[config.mk]
export PLATFORM = sky130hd
export DESIGN_NAME = msi_cap_regs
export DESIGN_NICKNAME = d
export VERILOG_FILES = /design/src/rtl/msi_cap_regs.sv
export SDC_FILE = /design/constraint.sdc
export NUM_CORES = 1
export LEC_CHECK = 0
export ABC_AREA = 1
export CAP_MARGIN = 15
export CORE_UTILIZATION = 34
export CTS_CLUSTER_DIAMETER = 40
export DETAILED_ROUTE_END_ITERATION = 7
export HOLD_SLACK_MARGIN = 0.05
export PLACE_DENSITY_LB_ADDON = 0.05
export REMOVE_ABC_BUFFERS = 1
export SYNTH_ARGS = -nofsm -noshare
export SYNTH_HDL_FRONTEND = slang
export SYNTH_SLANG_ARGS = --single-unit
[constraint.sdc]
create_clock -name clk -period 1.6 [get_ports clk]
set_clock_uncertainty 0.1 [all_clocks]
set_input_delay 0.24 -clock clk [delete_from_list [all_inputs] [get_ports clk]]
set_output_delay 0.24 -clock clk [all_outputs]
set_load 0.01 [all_outputs]
[src/rtl/msi_cap_regs.sv]
module msi_cap_regs #(
  parameter bit         ADDR64   = 1'b1,
  parameter bit         PVM      = 1'b1,
  parameter int         LOG2_CAP = 2,
  parameter logic [5:0] BASE_DW  = 6'h14
) (
  input  logic        clk,
  input  logic        rst_n,
  input  logic        cfg_wr,
  input  logic [5:0]  cfg_dw_addr,
  input  logic [3:0]  cfg_be,
  input  logic [31:0] cfg_wdata,
  output logic [31:0] cfg_rdata,
  input  logic [31:0] pend_set,
  input  logic [31:0] pend_clr,
  output logic        msi_en,
  output logic [2:0]  msi_mme,
  output logic [63:0] msi_addr,
  output logic [15:0] msi_data,
  output logic [31:0] msi_mask,
  output logic [31:0] msi_pend,
  output logic        intx_deassert
);

  localparam int          SIZE     = ADDR64 ? (PVM ? 24 : 14) : (PVM ? 20 : 10);
  localparam int          NCAP     = 1 << LOG2_CAP;
  localparam logic [31:0] CAP_MASK = 32'hFFFF_FFFF >> (32 - NCAP);
  localparam logic [2:0]  CAP_LOG  = 3'(LOG2_CAP);
  localparam logic [5:0]  D_ALO    = BASE_DW + 6'd1;
  localparam logic [5:0]  D_AHI    = BASE_DW + 6'd2;
  localparam logic [5:0]  D_DAT    = BASE_DW + (ADDR64 ? 6'd3 : 6'd2);
  localparam logic [5:0]  D_MSK    = D_DAT + 6'd1;
  localparam logic [5:0]  D_PND    = D_DAT + 6'd2;
  localparam logic [31:0] WM_ALO   = 32'hFFFF_FFFC;
  localparam logic [31:0] WM_AHI   = ADDR64 ? 32'hFFFF_FFFF : 32'h0;
  localparam logic [31:0] WM_MSK   = PVM ? CAP_MASK : 32'h0;

  function automatic logic [31:0] merge(input logic [31:0] old, input logic [31:0] nw,
                                        input logic [3:0] be, input logic [31:0] wm);
    logic [31:0] r;
    r = old;
    for (int i = 0; i < 4; i++)
      if (be[i]) r[8*i +: 8] = (nw[8*i +: 8] & wm[8*i +: 8]) | (old[8*i +: 8] & ~wm[8*i +: 8]);
    return r;
  endfunction

  logic        en_q, intx_q;
  logic [2:0]  mme_q;
  logic [31:0] alo_q, ahi_q, msk_q, pnd_q;
  logic [15:0] dat_q;

  logic        hit, wr_hit, en_n;
  logic [2:0]  mme_n;
  logic [31:0] pnd_n, gnt_mask, dat_w;

  always_comb begin
    hit = 1'b0;
    for (int i = 0; i < 4; i++) begin
      int rel;
      rel = int'({cfg_dw_addr, 2'b00}) + i - int'({BASE_DW, 2'b00});
      if (cfg_be[i] && rel >= 0 && rel < SIZE) hit = 1'b1;
    end
  end

  assign wr_hit = cfg_wr && hit;

  always_comb begin
    en_n  = en_q;
    mme_n = mme_q;
    if (cfg_wr && cfg_dw_addr == BASE_DW && cfg_be[2]) begin
      en_n  = cfg_wdata[16];
      mme_n = cfg_wdata[22:20];
    end
    if (wr_hit && en_n && mme_n > CAP_LOG) mme_n = CAP_LOG;
    gnt_mask = ~(32'hFFFF_FFFF << (8'd1 << mme_n));
    pnd_n = PVM ? ((pnd_q | pend_set) & ~pend_clr & CAP_MASK) : 32'h0;
    if (wr_hit && en_n) pnd_n = pnd_n & gnt_mask;
  end

  assign dat_w = merge({16'h0, dat_q}, cfg_wdata, cfg_be, 32'h0000_FFFF);

  always_ff @(posedge clk or negedge rst_n) begin
    if (!rst_n) begin
      en_q <= 1'b0; mme_q <= 3'd0; intx_q <= 1'b0;
      alo_q <= '0; ahi_q <= '0; dat_q <= '0; msk_q <= '0; pnd_q <= '0;
    end else begin
      en_q   <= en_n;
      mme_q  <= mme_n;
      intx_q <= wr_hit && en_n;
      pnd_q  <= pnd_n;
      if (cfg_wr && cfg_dw_addr == D_ALO) alo_q <= merge(alo_q, cfg_wdata, cfg_be, WM_ALO);
      if (cfg_wr && cfg_dw_addr == D_AHI) ahi_q <= merge(ahi_q, cfg_wdata, cfg_be, WM_AHI);
      if (cfg_wr && cfg_dw_addr == D_DAT) dat_q <= dat_w[15:0];
      if (cfg_wr && cfg_dw_addr == D_MSK) msk_q <= merge(msk_q, cfg_wdata, cfg_be, WM_MSK);
    end
  end

  always_comb begin
    cfg_rdata = 32'h0;
    if (cfg_dw_addr == BASE_DW)
      cfg_rdata = {7'h0, PVM, ADDR64, mme_q, CAP_LOG, en_q, 16'h0};
    else if (cfg_dw_addr == D_ALO)            cfg_rdata = alo_q;
    else if (ADDR64 && cfg_dw_addr == D_AHI)  cfg_rdata = ahi_q;
    else if (cfg_dw_addr == D_DAT)            cfg_rdata = {16'h0, dat_q};
    else if (PVM && cfg_dw_addr == D_MSK)     cfg_rdata = msk_q;
    else if (PVM && cfg_dw_addr == D_PND)     cfg_rdata = pnd_q;
  end

  assign msi_en        = en_q;
  assign msi_mme       = mme_q;
  assign msi_addr      = {ADDR64 ? ahi_q : 32'h0, alo_q};
  assign msi_data      = dat_q;
  assign msi_mask      = msk_q;
  assign msi_pend      = pnd_q;
  assign intx_deassert = intx_q;

  p_addr_align_r3: assert property (@(posedge clk) disable iff (!rst_n)
    msi_addr[1:0] == 2'b00);

  p_mask_range_r6: assert property (@(posedge clk) disable iff (!rst_n)
    (msi_mask & ~WM_MSK) == 32'h0);

  p_clamp_r7: assert property (@(posedge clk) disable iff (!rst_n)
    intx_deassert |-> msi_mme <= CAP_LOG);

  p_intx_en_r8: assert property (@(posedge clk) disable iff (!rst_n)
    intx_deassert |-> msi_en);

  p_ignore_miss_r9: assert property (@(posedge clk) disable iff (!rst_n)
    (cfg_wr && !hit) |=> $stable({en_q, mme_q, alo_q, ahi_q, dat_q, msk_q}) && !intx_deassert);

  p_pend_range_r10: assert property (@(posedge clk) disable iff (!rst_n)
    (msi_pend & ~CAP_MASK) == 32'h0);

endmodule

## Yosys cells after proc, flatten, opt, wreduce, memory -nomap -nowiden

Index checks and enable logic that the tools add are counted.

| operators by class | value |
|---|---|
| magnitude comparators | 9 |
| equal/unequal tests | 6 |
| reduce and logical (&&, ||, !) cells | 28 |
| bitwise operators | 7 |
| multiplexer cells | 14 |
| shift-type cells | 2 |
| add/subtract/negate cells | 7 |

Operator list:

| kind | number |
|---|---|
| $mux W32 | 7 |
| $eq A6 B5 Y1 const B | 6 |
| $and A4 B32 Y32 | 1 |
| $not A32 Y32 | 1 |
| $shl A32 B8 Y32 const A | 1 |
| $ge A10 B1 Y1 const B | 3 |
| $lt A10 B6 Y1 const B | 3 |
| $sub A9 B7 Y10 const B | 3 |
| $reduce_and A2 Y1 | 11 |
| $add A8 B2 Y9 const B | 2 |
| $logic_and A1 B1 Y1 | 17 |
| $add A8 B1 Y9 const B | 1 |
| $ge A9 B1 Y1 const B | 1 |
| $lt A9 B6 Y1 const B | 1 |
| $sub A8 B7 Y9 const B | 1 |
| $or A4 B8 Y8 | 1 |
| $or A8 B2 Y8 | 1 |
| $shl A1 B3 Y8 const A | 1 |
| $mux W3 | 2 |
| $mux W1 | 5 |
| $and A4 B4 Y4 | 1 |
| $not A4 Y4 | 1 |
| $or A4 B4 Y4 | 1 |
| $gt A3 B2 Y1 const B | 1 |

| storage, ports and cells | value |
|---|---|
| bits in registers | 125 |
| logic and storage cells | 88 |
| output and inout port bits | 181 |

## Logic depth before layout (Yosys ltp)

| depth | value |
|---|---|
| depth in word-level cells | 17 |
| mapped depth | 11 |
| gate-level depth less buffers | 11 |

## Worst setup path after synthesis

No wires, ideal clock.

| path | value |
|---|---|
| kind | in2out |
| start point | input port cfg_dw_addr[3] |
| end point | output port cfg_rdata[10] |
| slack | -0.131 ns |
| data arrival time | 1.391 ns |
| data required time | 1.260 ns |
| buffers on the path | 1 |
| stages | 7 |
| cells stage by stage | inv_1 ha_1 nand3_2 nor2_4 inv_2 clkbuf_1 o21ai_0 |

| on the way | value |
|---|---|
| cells in the longest elaborated chain, start to end | 7 |

Ends and longest elaborated chain:

| item | line | source |
|---|---|---|
| start: declaration | 10 | `input logic [5:0] cfg_dw_addr,` |
| $eq A6 B5 Y1 | 106 | `else if (PVM && cfg_dw_addr == D_PND) cfg_rdata = pnd_q;` |
| $mux W32 | 106 |  |
| $mux W32 | 105 | `else if (PVM && cfg_dw_addr == D_MSK) cfg_rdata = msk_q;` |
| $mux W32 | 104 | `else if (cfg_dw_addr == D_DAT) cfg_rdata = {16'h0, dat_q};` |
| $mux W32 | 103 | `else if (ADDR64 && cfg_dw_addr == D_AHI) cfg_rdata = ahi_q;` |
| $mux W32 | 102 | `else if (cfg_dw_addr == D_ALO) cfg_rdata = alo_q;` |
| $mux W32 * | 100 | `if (cfg_dw_addr == BASE_DW)` |
| end: declaration | 13 | `output logic [31:0] cfg_rdata,` |

Every way passes the cells marked *; elsewhere a longest branch is shown, timed or not.

## Worst setup path in the final report

| path | value |
|---|---|
| start point | input port cfg_dw_addr[3] |
| end point | output port cfg_rdata[21] |

Same word-level chain as after synthesis.

==> results.sh <==
export IMPL_status="finished with violations"
export IMPL_violations_in_the_final_reports="setup timing"
export IMPL_io_buffer_count=175
export IMPL_yosysSeqAreaShare_pct=47.2
export IMPL_synth_area_leaders="sky130_fd_sc_hd__dfrtp_1 47%, sky130_fd_sc_hd__nand2_1 10%, sky130_fd_sc_hd__buf_4 9.2%"
export IMPL_final_min_period_over_clock_period_pct=110
export IMPL_grt_overflow_total=0
export IMPL_synth_cell_area_sq_um=4820
export IMPL_worst_setup_path_type="input port to primary output"
export IMPL_first_global_vias=4418
export IMPL_viasPerCell=4.50
export IMPL_ys_warnings_count=0
export IMPL_cts_htree_levels=3
export IMPL_ctsRootBufferMaster="sky130_fd_sc_hd__clkbuf_16"
export IMPL_drt_first_pass_iters=6
export IMPL_final_hold_violation_count=0
export IMPL_synthToLayoutAreaGrowth_pct=60.6
export IMPL_die_width_microns=121
export IMPL_antenna_left=0
export IMPL_maximum_net_fanout_on_the_critical_path=7
export IMPL_final_util_pct=55.8
export IMPL_dominantRegCellSynth="sky130_fd_sc_hd__dfrtp_1"
export IMPL_number_of_antenna_violations_at_the_first_check_in_global_routing=0
export IMPL_cts_tree="done"
export IMPL_finish_stage_setup_viols=32
export IMPL_grt_pass1_wl_microns=23100
export IMPL_design_die_area_sq_um=14700
export IMPL_required_ns=1.26
export IMPL_initial_core_util_pct=34.7
export IMPL_number_of_flops_mapped_to_enable_cells_by_yosys=0
export IMPL_max_freq_mhz=568
export IMPL_reg2reg_from="msi_mme[2]"
export IMPL_drc_errors=0
export IMPL_floorplan_io_pins=290
export IMPL_filler_cell_count=1289
export IMPL_synth_area_leader_cell="sky130_fd_sc_hd__dfrtp_1"
export IMPL_hold_class="input port to async pin"
export IMPL_die_height_microns=121
export IMPL_kind_of_launch_point_of_the_worst_setup_path="input port"
export IMPL_cts_sinks=91
export IMPL_rsz0062_at_grt="yes"
export IMPL_synth_lib_cells_used_distinct=28
export IMPL_gr_usage_all_layers_pct=20.6
export IMPL_end_kind="primary output"
export IMPL_timing_final_ws_setup_ns=-0.162
export IMPL_total_number_of_vias=4491
export IMPL_antenna_cells_inserted=0
export IMPL_clockBufferDepth=2
export IMPL_dr_first_iter_drc_count=172
export IMPL_power_static_leakage_nw=4.21
export IMPL_design_area_sq_um=7740
export IMPL_cts_inserted_buffers=9
export IMPL_floorplan_rows=43
export IMPL_maxCapViolations=0
export IMPL_synth_area_per_cell_sq_um=8.61
export IMPL_post_drt_wl_per_cell_microns=14.6
export IMPL_finalNetCount=925
export IMPL_synthesis_instances=560
export IMPL_power_ir_vdd_worst_v=0.000482
export IMPL_detailed_place_area_sq_um=6890
export IMPL_worst_endpoint_arrival_ns=1.42
export IMPL_crit_start="cfg_dw_addr[3]"
export IMPL_synth_top_area_share_pct=47.2
export IMPL_place_detailed_hpwl_microns=9850
export IMPL_final_min_clock_period_ns=1.76
export IMPL_p_per_area_nw_per_um2=751
export IMPL_worst_setup_hold_path_clk_slew_ns=0.07
export IMPL_wl_microns=14600
export IMPL_place_congestion=0.817
export IMPL_maxSlewViolCount=0
export IMPL_clk_latency_ns=0.34
export IMPL_ys_seq_elements=91
export IMPL_maximum_number_of_pins_on_one_net_before_global_route_repair=84
export IMPL_placeableCoreArea_sq_um=13900
export IMPL_final_layout_size_suffix_gt1_share_pct=30.8
export IMPL_share_of_flip_flops_with_an_asynchronous_set_or_reset_pct=100
cell families after synthesis:
kind of cell               count (synthesis)  synth area share [%]
and+or+nand+nor                          173                  15.5
buffers and inverters                    147                  17.2
AOI/OAI and AO/OA                        145                  19.2
DFF                                       91                  47.2
adders and majority gates                  3                 0.778
other                                      1                0.0777
worst paths after layout:
check	end	slack [ns]	cells past startpoint
hold / removal	ahi_q[8]	0.15	2
setup / recovery	cfg_rdata[21]	-0.16	11
min in group clk	intx_deassert	0.26	6
hold reg to reg	ahi_q[26]	0.41	2
max in group asynchronous	alo_q[24]	0.58	3
setup reg to reg	msi_pend[1]	0.50	6
what timing repair did:
action                                 CTS  global route
pin swaps                               26            22
buffers inserted                        33            10
gates cloned                             3             1
endpoints found under the hold margin   91             0
gates resized for setup                309            67
hold buffers                             1             0
setup endpoints to repair              200            56
report_power, final:
part | internal (mW) | total [mW] | switching, mW | leakage, nW
combinational | 0.555 | 1.15 | 0.592 | 2.88
sequential | 2.49 | 2.64 | 0.155 | 1.19
clock | 1.13 | 2.03 | 0.895 | 0.135
worst max-delay path, cell delays in order:
cell	delay, ns
sky130_fd_sc_hd__buf_8	0.09
sky130_fd_sc_hd__inv_6	0.03
sky130_fd_sc_hd__ha_4	0.17
sky130_fd_sc_hd__nand3_4	0.07
sky130_fd_sc_hd__nor2_4	0.04
sky130_fd_sc_hd__buf_6	0.13
sky130_fd_sc_hd__buf_16	0.13
sky130_fd_sc_hd__buf_8	0.12
sky130_fd_sc_hd__a22oi_2	0.16
sky130_fd_sc_hd__o21ai_1	0.08
sky130_fd_sc_hd__buf_2	0.14
state kept, by name (all words and copies together) (netlist names):
| signal | count |
|---|---|
| ahi_q | 32 |
| alo_q | 30 |
| msi_data | 16 |
| msi_mask | 4 |
| msi_pend | 4 |
| msi_mme | 3 |
| intx_deassert | 1 |
| msi_en | 1 |
layout make-up:
type | count | area (sq um) | area share, %
Tap cell | 180 | 225 | 2.91
Clock buffer | 12 | 256 | 3.31
Inverter | 72 | 285 | 3.68
Sequential cell | 91 | 2280 | 29.4
Multi-Input combinational cell | 380 | 2220 | 28.7
Timing Repair Buffer | 259 | 2450 | 31.7
Clock inverter | 4 | 25.0 | 0.323
per-stage QoR:
| step | setup WS [ns] | hold slack (ns) | power, mW | TNS, ns | instances |
|---|---|---|---|---|---|
| detailed placement | -1.05 | -0.0200 | 3.86 | -74.65 | 940 |
| CTS | -0.185 | 0.150 | 5.85 | -2.76 | 990 |
| global placement | -0.995 | -0.0191 | 3.84 | -69.72 | 940 |
| floorplan | -0.265 | -0.156 | 3.11 | -9.36 | 542 |
| finish | -0.162 | 0.149 | 5.82 | -2.52 | 998 |
| global route | -0.215 | 0.163 | 6.12 | -4.43 | 998 |
Yosys cell counts, types with 3 or more instances:
master,number
sky130_fd_sc_hd__buf_6,6
sky130_fd_sc_hd__buf_2,8
sky130_fd_sc_hd__o21ai_1,25
sky130_fd_sc_hd__a22o_1,9
sky130_fd_sc_hd__inv_2,5
sky130_fd_sc_hd__nand2_1,129
sky130_fd_sc_hd__o21ai_0,39
sky130_fd_sc_hd__a21oi_1,21
sky130_fd_sc_hd__a22oi_1,13
sky130_fd_sc_hd__inv_1,67
sky130_fd_sc_hd__nand4_1,3
sky130_fd_sc_hd__nand2_2,7
sky130_fd_sc_hd__ha_1,3
sky130_fd_sc_hd__o21ai_2,32
sky130_fd_sc_hd__nand3_1,11
sky130_fd_sc_hd__o21bai_1,3
sky130_fd_sc_hd__nor2_4,3
sky130_fd_sc_hd__dfrtp_1,91
sky130_fd_sc_hd__buf_4,59
sky130_fd_sc_hd__nor2_1,14
per-layer routing:
metal	vias to the layer above	share of wire [%]	GRT usage (%)	routed length [microns]
met2	157	47	32.8	6880
li1	2196	-	-	-
met3	19	6.3	4.61	923
met1	2119	45	27.2	6550
met5	-	0	0	0
met4	0	1.7	8.02	249
placed cells by master, fill, tap and decap left out, drive strengths merged, types with 2 or more instances in the layout:
master / netlist / routed
a21oi: 21 / 21
a22o: 9 / 9
a22oi: 13 / 13
buf: 73 / 121
clkbuf: 2 / 13
clkdlybuf4s50: 0 / 47
clkinv: 0 / 2
clkinvlp: 0 / 2
conb: 1 / 58
dfrtp: 91 / 91
dlygate4sd2: 0 / 80
dlymetal6s2s: 0 / 9
ha: 3 / 3
inv: 72 / 72
nand2: 138 / 139
nand3: 13 / 13
nand4: 4 / 4
nor2: 18 / 18
o211ai: 2 / 2
o21ai: 96 / 96
o21bai: 3 / 3
Power figures use the tool's default switching activity.
